==> src/rtl/perf_mon_pkg.sv <==
package perf_mon_pkg;
    localparam int NCTR    = 3;
    localparam int CTR_CYC = 0;
    localparam int CTR_EV0 = 1;
    localparam int CTR_EV1 = 2;
    localparam int SEL_W   = 8;

    localparam int B_EN      = 0;
    localparam int B_RST_EV  = 1;
    localparam int B_RST_CYC = 2;
    localparam int B_DIV     = 3;
    localparam int SEL0_LSB  = 20;
    localparam int SEL1_LSB  = 12;

    // interrupt-enable bit of counter index i
    function automatic int ie_bit(input int i);
        return (i == CTR_CYC) ? 6 : (3 + i);
    endfunction

    // overflow-flag bit of counter index i
    function automatic int flag_bit(input int i);
        return ie_bit(i) + 4;
    endfunction
endpackage

==> src/rtl/perf_prescale.sv <==
module perf_prescale #(
    parameter int RATIO = 64
) (
    input  logic clk,
    input  logic rst_n,
    input  logic clr_i,
    input  logic run_i,
    output logic hit_o
);
    localparam int PW = (RATIO > 1) ? $clog2(RATIO) : 1;

    logic [PW-1:0] cnt_q;

    assign hit_o = run_i && (cnt_q == PW'(RATIO - 1));

    always_ff @(posedge clk or negedge rst_n) begin
        if (!rst_n) begin
            cnt_q <= '0;
        end else if (clr_i) begin
            cnt_q <= '0;
        end else if (run_i) begin
            cnt_q <= hit_o ? '0 : cnt_q + 1'b1;
        end
    end
endmodule

==> src/rtl/perf_evt_sel.sv <==
module perf_evt_sel #(
    parameter int NUM_EVT   = 32,
    parameter int SEL_W     = 8,
    parameter int PARK_CODE = 32
) (
    input  logic [SEL_W-1:0]   sel_i,
    input  logic [NUM_EVT-1:0] evt_i,
    output logic               hit_o
);
    always_comb begin
        hit_o = 1'b0;
        for (int i = 0; i < NUM_EVT; i++) begin
            if (int'(sel_i) == i) hit_o = evt_i[i];
        end
        if (int'(sel_i) == PARK_CODE) hit_o = 1'b0;
    end
endmodule

==> src/rtl/perf_ctr.sv <==
module perf_ctr #(
    parameter int W = 32
) (
    input  logic         clk,
    input  logic         rst_n,
    input  logic         clr_i,
    input  logic         ld_i,
    input  logic [W-1:0] ld_val_i,
    input  logic         inc_i,
    output logic [W-1:0] cnt_o,
    output logic         wrap_o
);
    logic [W-1:0] cnt_q;

    assign cnt_o  = cnt_q;
    assign wrap_o = inc_i && !clr_i && !ld_i && (&cnt_q);

    always_ff @(posedge clk or negedge rst_n) begin
        if (!rst_n) begin
            cnt_q <= '0;
        end else if (clr_i) begin
            cnt_q <= '0;
        end else if (ld_i) begin
            cnt_q <= ld_val_i;
        end else if (inc_i) begin
            cnt_q <= cnt_q + 1'b1;
        end
    end
endmodule

==> src/rtl/perf_mon.sv <==
module perf_mon
    import perf_mon_pkg::*;
#(
    parameter int REG_W     = 32,
    parameter int NUM_EVT   = 32,
    parameter int DIV_RATIO = 64,
    parameter int PARK_CODE = 32
) (
    input  logic               clk,
    input  logic               rst_n,
    input  logic               cyc_tick_i,
    input  logic [NUM_EVT-1:0] evt_i,
    input  logic               reg_wr_i,
    input  logic [1:0]         reg_addr_i,
    input  logic [REG_W-1:0]   reg_wdata_i,
    output logic [REG_W-1:0]   reg_rdata_o,
    output logic               irq_o
);
    logic                       en_q, div_q;
    logic [NCTR-1:0]            ie_q, ovf_q;
    logic [1:0][SEL_W-1:0]      sel_q;
    logic [NCTR-1:0][REG_W-1:0] cnt_w;
    logic [NCTR-1:0]            inc, wrap, clr, ld;
    logic [1:0]                 ev_hit;
    logic                       wr_ctrl, rst_ev, rst_cyc, pre_hit;
    logic [NCTR-1:0]            flag_clr;
    logic [REG_W-1:0]           ctrl_word;

    assign wr_ctrl = reg_wr_i && (reg_addr_i == 2'd0);
    assign rst_ev  = wr_ctrl && reg_wdata_i[B_RST_EV];
    assign rst_cyc = wr_ctrl && reg_wdata_i[B_RST_CYC];

    always_comb begin
        for (int i = 0; i < NCTR; i++) begin
            flag_clr[i] = wr_ctrl && reg_wdata_i[flag_bit(i)];
        end
    end

    // control fields
    always_ff @(posedge clk or negedge rst_n) begin
        if (!rst_n) begin
            en_q  <= 1'b0;
            div_q <= 1'b0;
            ie_q  <= '0;
            sel_q <= '0;
        end else if (wr_ctrl) begin
            en_q     <= reg_wdata_i[B_EN];
            div_q    <= reg_wdata_i[B_DIV];
            sel_q[0] <= reg_wdata_i[SEL0_LSB +: SEL_W];
            sel_q[1] <= reg_wdata_i[SEL1_LSB +: SEL_W];
            for (int i = 0; i < NCTR; i++) ie_q[i] <= reg_wdata_i[ie_bit(i)];
        end
    end

    // sticky overflow flags; a wrap in the clearing cycle wins
    always_ff @(posedge clk or negedge rst_n) begin
        if (!rst_n) ovf_q <= '0;
        else        ovf_q <= (ovf_q & ~flag_clr) | wrap;
    end

    perf_prescale #(.RATIO(DIV_RATIO)) u_pre (
        .clk   (clk),
        .rst_n (rst_n),
        .clr_i (rst_cyc || !div_q),
        .run_i (en_q && div_q && cyc_tick_i),
        .hit_o (pre_hit)
    );

    for (genvar j = 0; j < 2; j++) begin : g_sel
        perf_evt_sel #(
            .NUM_EVT   (NUM_EVT),
            .SEL_W     (SEL_W),
            .PARK_CODE (PARK_CODE)
        ) u_sel (
            .sel_i (sel_q[j]),
            .evt_i (evt_i),
            .hit_o (ev_hit[j])
        );
    end

    assign inc[CTR_CYC] = en_q && cyc_tick_i && (div_q ? pre_hit : 1'b1);
    assign inc[CTR_EV0] = en_q && ev_hit[0];
    assign inc[CTR_EV1] = en_q && ev_hit[1];

    for (genvar i = 0; i < NCTR; i++) begin : g_ctr
        assign clr[i] = (i == CTR_CYC) ? rst_cyc : rst_ev;
        assign ld[i]  = reg_wr_i && (reg_addr_i == 2'(i + 1));
        perf_ctr #(.W(REG_W)) u_ctr (
            .clk      (clk),
            .rst_n    (rst_n),
            .clr_i    (clr[i]),
            .ld_i     (ld[i]),
            .ld_val_i (reg_wdata_i),
            .inc_i    (inc[i]),
            .cnt_o    (cnt_w[i]),
            .wrap_o   (wrap[i])
        );
    end

    always_comb begin
        ctrl_word         = '0;
        ctrl_word[B_EN]   = en_q;
        ctrl_word[B_DIV]  = div_q;
        ctrl_word[SEL0_LSB +: SEL_W] = sel_q[0];
        ctrl_word[SEL1_LSB +: SEL_W] = sel_q[1];
        for (int i = 0; i < NCTR; i++) begin
            ctrl_word[ie_bit(i)]   = ie_q[i];
            ctrl_word[flag_bit(i)] = ovf_q[i];
        end
    end

    always_comb begin
        unique case (reg_addr_i)
            2'd0:    reg_rdata_o = ctrl_word;
            2'd1:    reg_rdata_o = cnt_w[0];
            2'd2:    reg_rdata_o = cnt_w[1];
            default: reg_rdata_o = cnt_w[2];
        endcase
    end

    assign irq_o = |(ovf_q & ie_q);
endmodule

==> config.mk <==
export PLATFORM = sky130hd
export DESIGN_NAME = perf_mon
export DESIGN_NICKNAME = d
export VERILOG_FILES = /design/src/rtl/perf_mon_pkg.sv /design/src/rtl/perf_prescale.sv /design/src/rtl/perf_evt_sel.sv /design/src/rtl/perf_ctr.sv /design/src/rtl/perf_mon.sv
export SDC_FILE = /design/constraint.sdc
export NUM_CORES = 1
export LEC_CHECK = 0
export BUFFER_PORTS_ARGS = -buffer_cell sky130_fd_sc_hd__buf_2
export CAP_MARGIN = 20
export CORE_MARGIN = 5
export CORE_UTILIZATION = 57
export DETAILED_ROUTE_END_ITERATION = 6
export PLACE_DENSITY = 0.75
export SLEW_MARGIN = 20
export SYNTH_ARGS = -nofsm -noshare
export SYNTH_HDL_FRONTEND = slang
export SYNTH_SLANG_ARGS = --single-unit
==> constraint.sdc <==
create_clock -name clk -period 7.1 [get_ports clk]
set_input_delay 0.71 -clock clk [delete_from_list [all_inputs] [get_ports clk]]
set_output_delay 0.71 -clock clk [all_outputs]
set_load 0.02 [all_outputs]
# ---- Word-level counts from Yosys, hierarchy flattened
# Index checks and enable logic that the tools add are counted.
dict set report word_totals {
  register_bits 126
  output_inout_bits 33
  wordCells 209
}
dict set report classes {
  addsub 4
  eq_ne 68
  n_mux 80
  n_bitwise 4
  n_reduce_logical 43
}
# op n
set ops {}
lappend ops {{two-way mux 32 bit} 9}
lappend ops {{equality test 8 x 6 -> 1 bit, second input constant} 32}
lappend ops {{equality test 8 x 5 -> 1 bit, second input constant} 16}
lappend ops {{adder 32 x 1 -> 32 bit, second input constant} 3}
lappend ops {{case mux 32 bit (3 select lines)} 1}
lappend ops {{AND reduction 32 bit} 3}
lappend ops {{two-way mux 1 bit} 67}
lappend ops {{equality test 8 x 4 -> 1 bit, second input constant} 8}
lappend ops {{equality test 8 x 3 -> 1 bit, second input constant} 4}
lappend ops {{logical AND 1 bit} 25}
lappend ops {{two-way mux 6 bit} 3}
lappend ops {{equality test 8 x 2 -> 1 bit, second input constant} 2}
lappend ops {{equality test 8 x 7 -> 1 bit, second input constant} 2}
lappend ops {{logical NOT 8 bit} 2}
lappend ops {{nonzero test 3 bit} 3}
lappend ops {{adder 6 x 1 -> 6 bit, second input constant} 1}
lappend ops {{AND 3 bit} 2}
lappend ops {{equality test 6 bit, second input constant} 1}
lappend ops {{logical NOT 1 bit} 6}
lappend ops {{equality test 2 bit, second input constant} 2}
lappend ops {{inverter 3 bit} 1}
lappend ops {{bitwise OR 3 bit} 1}
lappend ops {{OR reduction 3 bit} 1}
lappend ops {{equality test 2 x 1 -> 1 bit, second input constant} 1}
lappend ops {{other kinds (3)} 3}

# ---- Depth between registers and ports, before layout
# Gate-level depths: netlist of the first run.
dict set report logic_depth {
  depth_word 39
  ltp_mapped 13
  depth_no_buf 10
}

# ---- Hierarchy
# A second synthesis of the first run with hierarchy kept.
dict set report hier_totals {
  hier_cells 1037
  hier_area_um2 9389.0
}
# mod instances cells_each area_per_inst_um2 seq_area_each_um2
set by_module_without_submodules {}
lappend by_module_without_submodules {perf_ctr 3 236 2038.2 800.8}
lappend by_module_without_submodules {perf_mon 1 123 1848.0 600.6}
lappend by_module_without_submodules {perf_evt_sel 2 87 553.0 0.0}
lappend by_module_without_submodules {perf_prescale 1 32 320.3 150.1}

# ---- Worst setup path before layout of the first run
# No wires, ideal clock.
dict set report synth_path {
  path_type {in2out}
  startpoint {input reg_addr_i[1]}
  endpoint {output reg_rdata_o[0]}
  arrival_time_ns 2.213
  required_time_ns 6.390
  path_slack_ns 4.177
  cell_stages 3
  path_buffers 2
  path_cell_list {clkbuf_1 > buf_1 > mux4_2}
}
dict set report synth_between {
  elab_chain_len 2
  word_cells_on_any_way 4
  classes_between {eq/ne (2); mux (1); reduce/logical (1)}
}
# item line_no
set synth_lines {}
lappend synth_lines {{start, declared} perf_mon.sv:14} ;# input logic [1:0] reg_addr_i,
lappend synth_lines {{equality test 2 bit (tied with other cells)} perf_mon.sv:113} ;# unique case (reg_addr_i)
lappend synth_lines {{case mux 32 bit (3 select lines) *} perf_mon.sv:113}
lappend synth_lines {{end, declared} perf_mon.sv:16} ;# output logic [REG_W-1:0] reg_rdata_o,
# Mark *: on every way between the ends. The rest lies on a longest branch, timed or not.

# ---- Worst setup path after layout of the first run
dict set report layout_path {
  startpoint {register sel_q (netlist bit ctrl_word[21])}
  endpoint {register g_ctr[1].u_ctr.cnt_q[21]}
}
dict set report layout_between {
  elab_chain_len 36
  word_cells_on_any_way 68
  classes_between {eq/ne (32); mux (33); reduce/logical (3)}
}
# item line_no
set layout_lines {}
lappend layout_lines {{start, declared} perf_mon.sv:21} ;# logic [1:0][SEL_W-1:0] sel_q;
lappend layout_lines {{logical NOT 8 bit} perf_evt_sel.sv:13} ;# if (int'(sel_i) == i) hit_o = evt_i[i];
lappend layout_lines {{two-way mux 1 bit (32 in series)} perf_evt_sel.sv:13}
lappend layout_lines {{two-way mux 1 bit *} perf_evt_sel.sv:15} ;# if (int'(sel_i) == PARK_CODE) hit_o = 1'b0;
lappend layout_lines {{logical AND 1 bit *} perf_mon.sv:82} ;# assign inc[CTR_EV0] = en_q && ev_hit[0];
lappend layout_lines {{nonzero test 3 bit (no line) *} -}
lappend layout_lines {{end signal, assigned} perf_ctr.sv:24} ;# cnt_q <= ld_val_i;
lappend layout_lines {{end signal, assigned} perf_ctr.sv:26} ;# cnt_q <= cnt_q + 1'b1;
lappend layout_lines {{end, declared} perf_ctr.sv:13} ;# logic [W-1:0] cnt_q;
# Marked as above.
# A chain may end at the register's enable or synchronous reset.

==> out/qor.yml, run 1 <==
floorplanning:
  die_w_um: 132.5
  start_util_pct: 58.36
  die_h_um: 132.5
  rows: 44
  die_area_sq_mm: 0.01754
  io_pins: 103
  core-area_sq_mm: 0.01464
grt:
  antenna_found_initial: 0
  overflow: 0
  track_usage_pct: 29.15
  grt_pass1_vias: 7460
  grt_start_max_net_pins: 69
  grt_pass1_wl_um: 40690
route:
  wl_per_cell_um: 21.51
  postRouteAntennaNets: 0
  wl_um: 25320
  drc: 0
  drtIter0Drc: 704
  vias_per_cell: 6.511
  vias: 7663
  firstDrtPassIters: 5
final_layout:
  fin_nets: 1055
  final_common_cell: "dfrtp_1"
  seq_area_sq_mm: 0.003153
  final_cells: 1177
  drive_gt1_share_pct: 22.05
  final_cell_mix: "126 x dfrtp_1, 101 x buf_2, 78 x o21ai_0, 73 x nand2_1, 70 x a21oi_1"
  post-route-util_pct: 65.58
  fin_area_sq_mm: 0.009604
  diodes: 0
  multi_input_area_sq_mm: 0.005072
  area_delta_synth_final_pct: 12.37
  num-fill-cells: 1225
sta:
  setup_viol: 0
  postLayoutSetupSlackWorst_ns: 3.443
  hold_violations: 0
  slew_headroom_pct: 22.75
  worst_pin_slew_ns: 1.157
  rsz0062_at_grt: "false"
  finalCritPeriodShare_pct: 51.51
  fin_skew_ns: 0.008979
  post-route-min-period_ns: 3.657
  maxSlewViolCount: 0
  clock.fmax_ghz: 0.2734
  tns_ns: 0
synth:
  synthesis.nets: 989
  synth.avg_cell_area_sq_um: 9.341
  synth-edff-count: 0
  yosysUniqueCellTypes: 77
  yosysSeqAreaShare_pct: 36.89
  netlist_instances: 915
  synth-main-ff-cell: "dfrtp_1"
  async_flop_share_pct: 100.0
  syn_area_sq_mm: 0.008547
  ys_seq_elements: 126
  ys_warn_count: 0
clock_network:
  cts_tree: "done"
  cts_made_buffers: 17
  clkTransAtPathRegs_ns: 0.06
  cts.sinks: 126
  holdBufCountCts: 0
  htree_levels: 4
  cts_post_setup_buffers_inserted: 0
  cts_root_buffer: "clkbuf_16"
  clockBufferDepth: 2
  clk_latency_ns: 0.42
  cts_resized: 0
place:
  gp_congestion: 0.9105
  placed_cell_area_sq_mm: 0.009072
  placed_cells: 1146
  dp_slack_ns: 3.374
  place.port_buffers: 102
  place_hpwl_um: 17240
critical_path:
  end_kind: "register"
  worst_ep_required_time_ns: 7.36
  worstSetupPathType: "register to register"
  crit_slowest_cell: "a211oi_2"
  r2r-start: "ctrl_word[21]"
  worstSetupStartpoint: "ctrl_word[21]"
  crit_chain: "mux2_2 -> o221ai_1 -> a211o_1 -> o211ai_1 -> a31oi_2 -> a211oi_2 -> and4_1 -> xnor2_1 -> a21oi_1"
  critical_path.max_stage_delay_ns: 1.01
  critPathMaxFanout: 27
  cp.arrival_ns: 3.92
  startpoint_type: "register"
worst_hold_path:
  hold_class: "input port to async pin"
pwr:
  power_leakage_nw: 3.818
  vdd_drop_max_mv: 0.1842
  power.density_mw_per_mm2: 266.1
flow_run:
  drv_cap: 0
outcome:
  outcome: "finished, final reports clean"
==> through the flow <==
step,power [W],hold WS [ns]
after floorplan,0.001519,0.4144
after detailed placement,0.001748,0.5367
final,0.002556,0.4054
after global routing,0.002676,0.4857
after CTS,0.002552,0.4412
after global placement,0.001732,0.5308
==> cells by family after synthesis <==
| group | count (synthesis) | share of synthesized area, % |
|---|---|---|
| AOI/OAI and AO/OA | 232 | 17.04 |
| muxes | 73 | 12.72 |
| and+or+nand+nor | 310 | 19.27 |
| buffers and inverters | 77 | 3.967 |
| DFF | 126 | 36.89 |
| xor gates and xnor gates | 93 | 9.530 |
| adders and majority gates | 4 | 0.5856 |
==> cell usage after synthesis (4+ instances only) <==
cell type | instances | area [sq um]
dfrtp_1 | 126 | 3153
o21ai_0 | 78 | 390.4
nand2_1 | 74 | 277.8
a21oi_1 | 70 | 350.3
nor2_1 | 63 | 236.5
xnor2_1 | 48 | 420.4
nand3_1 | 45 | 225.2
xor2_1 | 45 | 394.1
clkbuf_1 | 39 | 146.4
mux2_2 | 34 | 382.9
and3_1 | 25 | 156.4
mux4_2 | 25 | 563.0
a211oi_1 | 24 | 180.2
nor3_1 | 22 | 110.1
nand4_1 | 16 | 100.1
inv_1 | 15 | 56.30
mux2i_1 | 13 | 130.1
buf_2 | 10 | 50.05
a22o_1 | 9 | 78.83
o21ai_1 | 9 | 45.04
and2_1 | 8 | 50.05
and4_1 | 6 | 52.55
buf_1 | 6 | 22.52
nand3b_1 | 6 | 45.04
nor4_1 | 6 | 37.54
o211ai_1 | 6 | 45.04
nand2b_1 | 5 | 31.28
buf_4 | 4 | 30.03
ha_1 | 4 | 50.05
nand4b_1 | 4 | 35.03
==> final timing paths <==
path	endpoint	slack [ns]	cells after the start
setup / recovery	g_ctr[1].u_ctr.cnt_o[21]	3.44	9
hold / removal	g_ctr[1].u_ctr.cnt_o[25]	0.41	1
setup reg to reg	g_ctr[1].u_ctr.cnt_o[21]	3.44	9
hold reg to reg	ie_q[0]	0.55	1
max in group asynchronous	g_ctr[2].u_ctr.cnt_o[11]	5.35	2
min in group clk	g_ctr[2].u_ctr.cnt_o[29]	0.54	3
==> worst max-delay path, delay by kind of cell (launching register included) <==
kind	cells	cell delay [ns]
AO/OA/AOI/OAI	6	1.85
flip-flops	1	0.92
AND/OR/NAND/NOR	1	0.32
multiplexers	1	0.29
XOR/XNOR	1	0.12
==> flip-flops by register name (all words and copies together), names as in the netlist <==
name	flops
g_ctr.u_ctr.cnt_o	96
u_pre.cnt_q	6
en_q	1
ovf_q	3
ctrl_word	16
ie_q	3
div_q	1
==> power by group <==
part	internal, W	total, W	switching [W]
logic	0.000315	0.000669	0.000354
registers	0.000855	0.00108	0.000228
clock network	0.000485	0.000804	0.000318
total	0.00166	0.00256	0.000900
==> final cells by class <==
cell class | count | share of cell area (%)
timing repair buffer | 109 | 5.888
clock buffer | 24 | 4.807
inverter | 15 | 0.5862
tap | 184 | 2.397
sequential | 126 | 32.83
clock inverter | 7 | 0.6774
multi-input combinational | 712 | 52.81
==> routing by layer <==
metal | track usage [%] | share of wire, %
met1 | 40.20 | 42
met2 | 45.46 | 46
met3 | 6.492 | 9.5
met4 | 10.62 | 2.3
met5 | 0 | 0
Note: power is estimated with default switching activity, not from simulation.
==> run 2, diff against run 1 <==
Settings changed: ABC_AREA set to 1, CORE_UTILIZATION 57 to 55.
Clock period 7.1 ns to 3.35 ns, I/O delays scaled along.
==> out/qor.yml, run 2 <==
outcome:
  outcome: "finished, violations left"  # was finished, final reports clean
  violations: "design-rule violations"
sta:
  worst_pin_slew_ns: 1.145  # was 1.157 ns
  post-route-min-period_ns: 3.123  # was 3.657 ns
  clock.fmax_ghz: 0.3202  # was 0.2734 GHz
  hold_violations: 0  # unchanged
  fin_skew_ns: 0.007749  # was 0.008979 ns
  setup_viol: 0  # unchanged
  tns_ns: 0  # unchanged
  rsz0062_at_grt: "false"  # unchanged
  slew_headroom_pct: 23.59  # was 22.75%
  maxSlewViolCount: 0  # unchanged
  finalCritPeriodShare_pct: 93.22  # was 51.51%
  postLayoutSetupSlackWorst_ns: 0.2272  # was 3.443 ns
synth:
  synth.avg_cell_area_sq_um: 6.535  # was 9.341 sq um
  netlist_instances: 1472  # was 915
  yosysUniqueCellTypes: 47  # was 77
  ys_warn_count: 0  # unchanged
  synth_compound_area_share_pct: 21.49  # was 17.04%
  synthXorXnorAreaFrac_pct: 1.730  # was 9.530%
  synth.largest_area_cell: "dfrtp_1"  # unchanged
  yosysSeqAreaShare_pct: 32.78  # was 36.89%
  synth.area.mux_share_pct: 0.1041  # was 12.72%
  synthAdderAreaFrac_pct: 0.5203  # was 0.5856%
  synthesis.nets: 1546  # was 989
  synth_common_cells: "351 x nand2_1, 191 x inv_1, 163 x o21ai_0"  # was 126 x dfrtp_1, 78 x o21ai_0, 74 x nand2_1
  synth-edff-count: 0  # unchanged
  synth_top_family_by_area: "simple AND/OR/NAND/NOR gates"  # unchanged
  ys_seq_elements: 126  # unchanged
  syn_area_sq_mm: 0.009619  # was 0.008547 sq mm
  netlist.area_leader.share_pct: 32.78  # was 36.89%
  synth_most_common_cell: "nand2_1"  # was dfrtp_1
  synth-simple-area-share_pct: 32.08  # was 19.27%
  synth_area_leaders: "dfrtp_1 33%, nand2_1 14%, o21ai_0 8.5%"  # was dfrtp_1 37%, mux4_2 6.6%, xnor2_1 4.9%
  async_flop_share_pct: 100.0  # unchanged
  synth-main-ff-cell: "dfrtp_1"  # unchanged
floorplanning:
  core-area_sq_mm: 0.01724  # was 0.01464 sq mm
  io_pins: 103  # unchanged
  die_w_um: 142.2  # was 132.5 um
  die_area_sq_mm: 0.02023  # was 0.01754 sq mm
  start_util_pct: 55.81  # was 58.36%
  die_h_um: 142.2  # was 132.5 um
  rows: 48  # was 44
place:
  place.port_buffers: 102  # unchanged
  dp_slack_ns: 0.2047  # was 3.374 ns
  gp_congestion: 1.027  # was 0.9105
  placed_cell_area_sq_mm: 0.01034  # was 0.009072 sq mm
  place_hpwl_um: 26840  # was 17,240 um
critical_path:
  reg2reg_setup_slack_ns: 0.23  # was 3.44 ns
  worst_ep_required_time_ns: 3.67  # was 7.36 ns
  cp.arrival_ns: 3.44  # was 3.92 ns
  worstSetupPathType: "register to register"  # unchanged
  end_kind: "register"  # unchanged
  startpoint_type: "register"  # unchanged
  critPathMaxFanout: 5  # was 27
clock_network:
  cts_root_buffer: "clkbuf_16"  # unchanged
  clockBufferDepth: 2  # unchanged
  cts.sinks: 126  # unchanged
  cts_made_buffers: 17  # unchanged
  htree_levels: 4  # unchanged
  clkTransAtPathRegs_ns: 0.06  # about the same
  clk_latency_ns: 0.43  # was 0.42 ns
  cts_tree: "done"  # unchanged
final_layout:
  num-fill-cells: 1576  # was 1,225
  fin_nets: 1639  # was 1,055
  area_delta_synth_final_pct: 14.74  # was 12.37%
  fin_area_sq_mm: 0.01104  # was 0.009604 sq mm
  multi_input_area_sq_mm: 0.005443  # was 0.005072 sq mm
  largest_reg_flops: 96  # unchanged
  diodes: 0  # unchanged
  drive_gt1_share_pct: 13.88  # was 22.05%
  seq_area_sq_mm: 0.003158  # was 0.003153 sq mm
  final_cell_mix: "350 x nand2_1, 191 x inv_1, 163 x o21ai_0, 122 x dfrtp_1, 116 x nand3_1"  # was 126 x dfrtp_1, 101 x buf_2, 78 x o21ai_0, 73 x nand2_1, 70 x a21oi_1
  final_common_cell: "nand2_1"  # was dfrtp_1
  post-route-util_pct: 64.03  # was 65.58%
flow_run:
  drv_cap: 0  # unchanged
grt:
  grt_start_max_net_pins: 81  # was 69
  overflow: 0  # unchanged
  antenna_found_initial: 1  # was 0
  grt_pass1_wl_um: 58050  # was 40,690 um
  track_usage_pct: 36.72  # was 29.15%
  grt_pass1_vias: 10530  # was 7,460
pwr:
  power.density_mw_per_mm2: 695.1  # was 266.1 mW/mm^2
  power_leakage_nw: 5.176  # was 3.818 nW
  vdd_drop_max_mv: 0.4420  # was 0.1842 mV
route:
  postRouteAntennaNets: 0  # unchanged
  vias_per_cell: 6.273  # was 6.511
  drtIter0Drc: 1559  # was 704
  firstDrtPassIters: 7  # was 5
  wl_per_cell_um: 20.56  # was 21.51 um
  vias: 11310  # was 7,663
  wl_um: 37070  # was 25,320 um
  drc: 11  # was 0
worst_hold_path:
  hold_class: "input port to register"  # was input port to async pin
[run 2: cell count changes after synthesis, sizes merged, moves of 28 or more]
cell | before | now
inv | 15 | 197
mux2 | 35 | 0
nand2 | 74 | 355
nand3 | 46 | 118
nand4 | 19 | 47
nor2 | 64 | 110
o21ai | 87 | 166
o22ai | 2 | 33
xnor2 | 48 | 3
xor2 | 45 | 16
[run 2: metal layers]
metal / wire [um] / vias to the layer above / track usage (%)
met4: 2513 / 0 / 20.81
met2: 16060 / 809 / 55.45
li1: - / 5172 / -
met1: 14040 / 5159 / 48.38
met3: 4454 / 171 / 8.770
met5: 0 / - / 0
[run 2: stage by stage]
step	instances	hold WS, ns	power, W
3_5_place_dp	1767	0.4396	0.005640
3_3_place_gp	1767	0.4457	0.005570
4_1_cts	1800	0.1927	0.007550
2_1_floorplan	1472	0.03941	0.004660
5_1_grt	1803	0.1924	0.008145
6_report	1803	0.1913	0.007672
[run 2: logic make-up after synthesis]
family / after synthesis
simple gates: 693
flops: 126
buf+inv: 267
compound gates: 362
mux: 1
xor+xnor: 19
fa+ha+maj: 4
[run 2: path summary, 6_finish.rpt]
| check | end | start | cells past startpoint |
|---|---|---|---|
| setup / recovery | g_ctr[1].u_ctr.cnt_o[29] | g_ctr[1].u_ctr.cnt_o[3] | 19 |
| hold / removal | g_ctr[0].u_ctr.cnt_o[19] | reg_wdata_i[19] | 3 |
| setup reg to reg | g_ctr[1].u_ctr.cnt_o[29] | g_ctr[1].u_ctr.cnt_o[3] | 19 |
| hold reg to reg | g_ctr[2].u_ctr.cnt_o[5] | g_ctr[2].u_ctr.cnt_o[5] | 2 |
| max in group asynchronous | g_ctr[0].u_ctr.cnt_o[30] | rst_n | 3 |
| min in group asynchronous | u_pre.cnt_q[5] | rst_n | 2 |
[run 2: area by class of cell]
type	instances	share of cell area (%)
clock buffers	19	4.104
clock inverters	13	1.258
inverters	202	6.870
multi-input cells	1079	49.31
flip-flops and latches	126	28.61
well taps	225	2.551
repair buffers	139	7.289
[run 2: critical path: stages (launching register included)]
cell and delay [ns]:
dfrtp_2 0.41, inv_1 0.09, nor3_1 0.28, nand2_1 0.16
nor2_2 0.16, inv_2 0.07, nor3_4 0.23, nand4_1 0.18
nor2_1 0.15, nand3_1 0.16, nor2_2 0.14, inv_1 0.09
nor2_2 0.17, inv_1 0.11, nor2_1 0.15, o21ai_0 0.09
a21oi_1 0.20, nor2_1 0.06, nand2_1 0.06, nand2_1 0.05
[run 2: power breakdown]
part	switching (W)	total [W]	internal [W]	leakage (nW)
clock network	0.000759	0.00190	0.00114	0.289
logic	0.00200	0.00303	0.00103	3.27
registers	0.000665	0.00274	0.00208	1.62
[run 2: timing repair]
item                                    in CTS  in global routing
gates resized for setup                      0                 18
hold buffers                                 1                  0
endpoints found under the hold margin        6                  0
setup buffers                                0                  3
endpoints found under the setup margin       0                 69
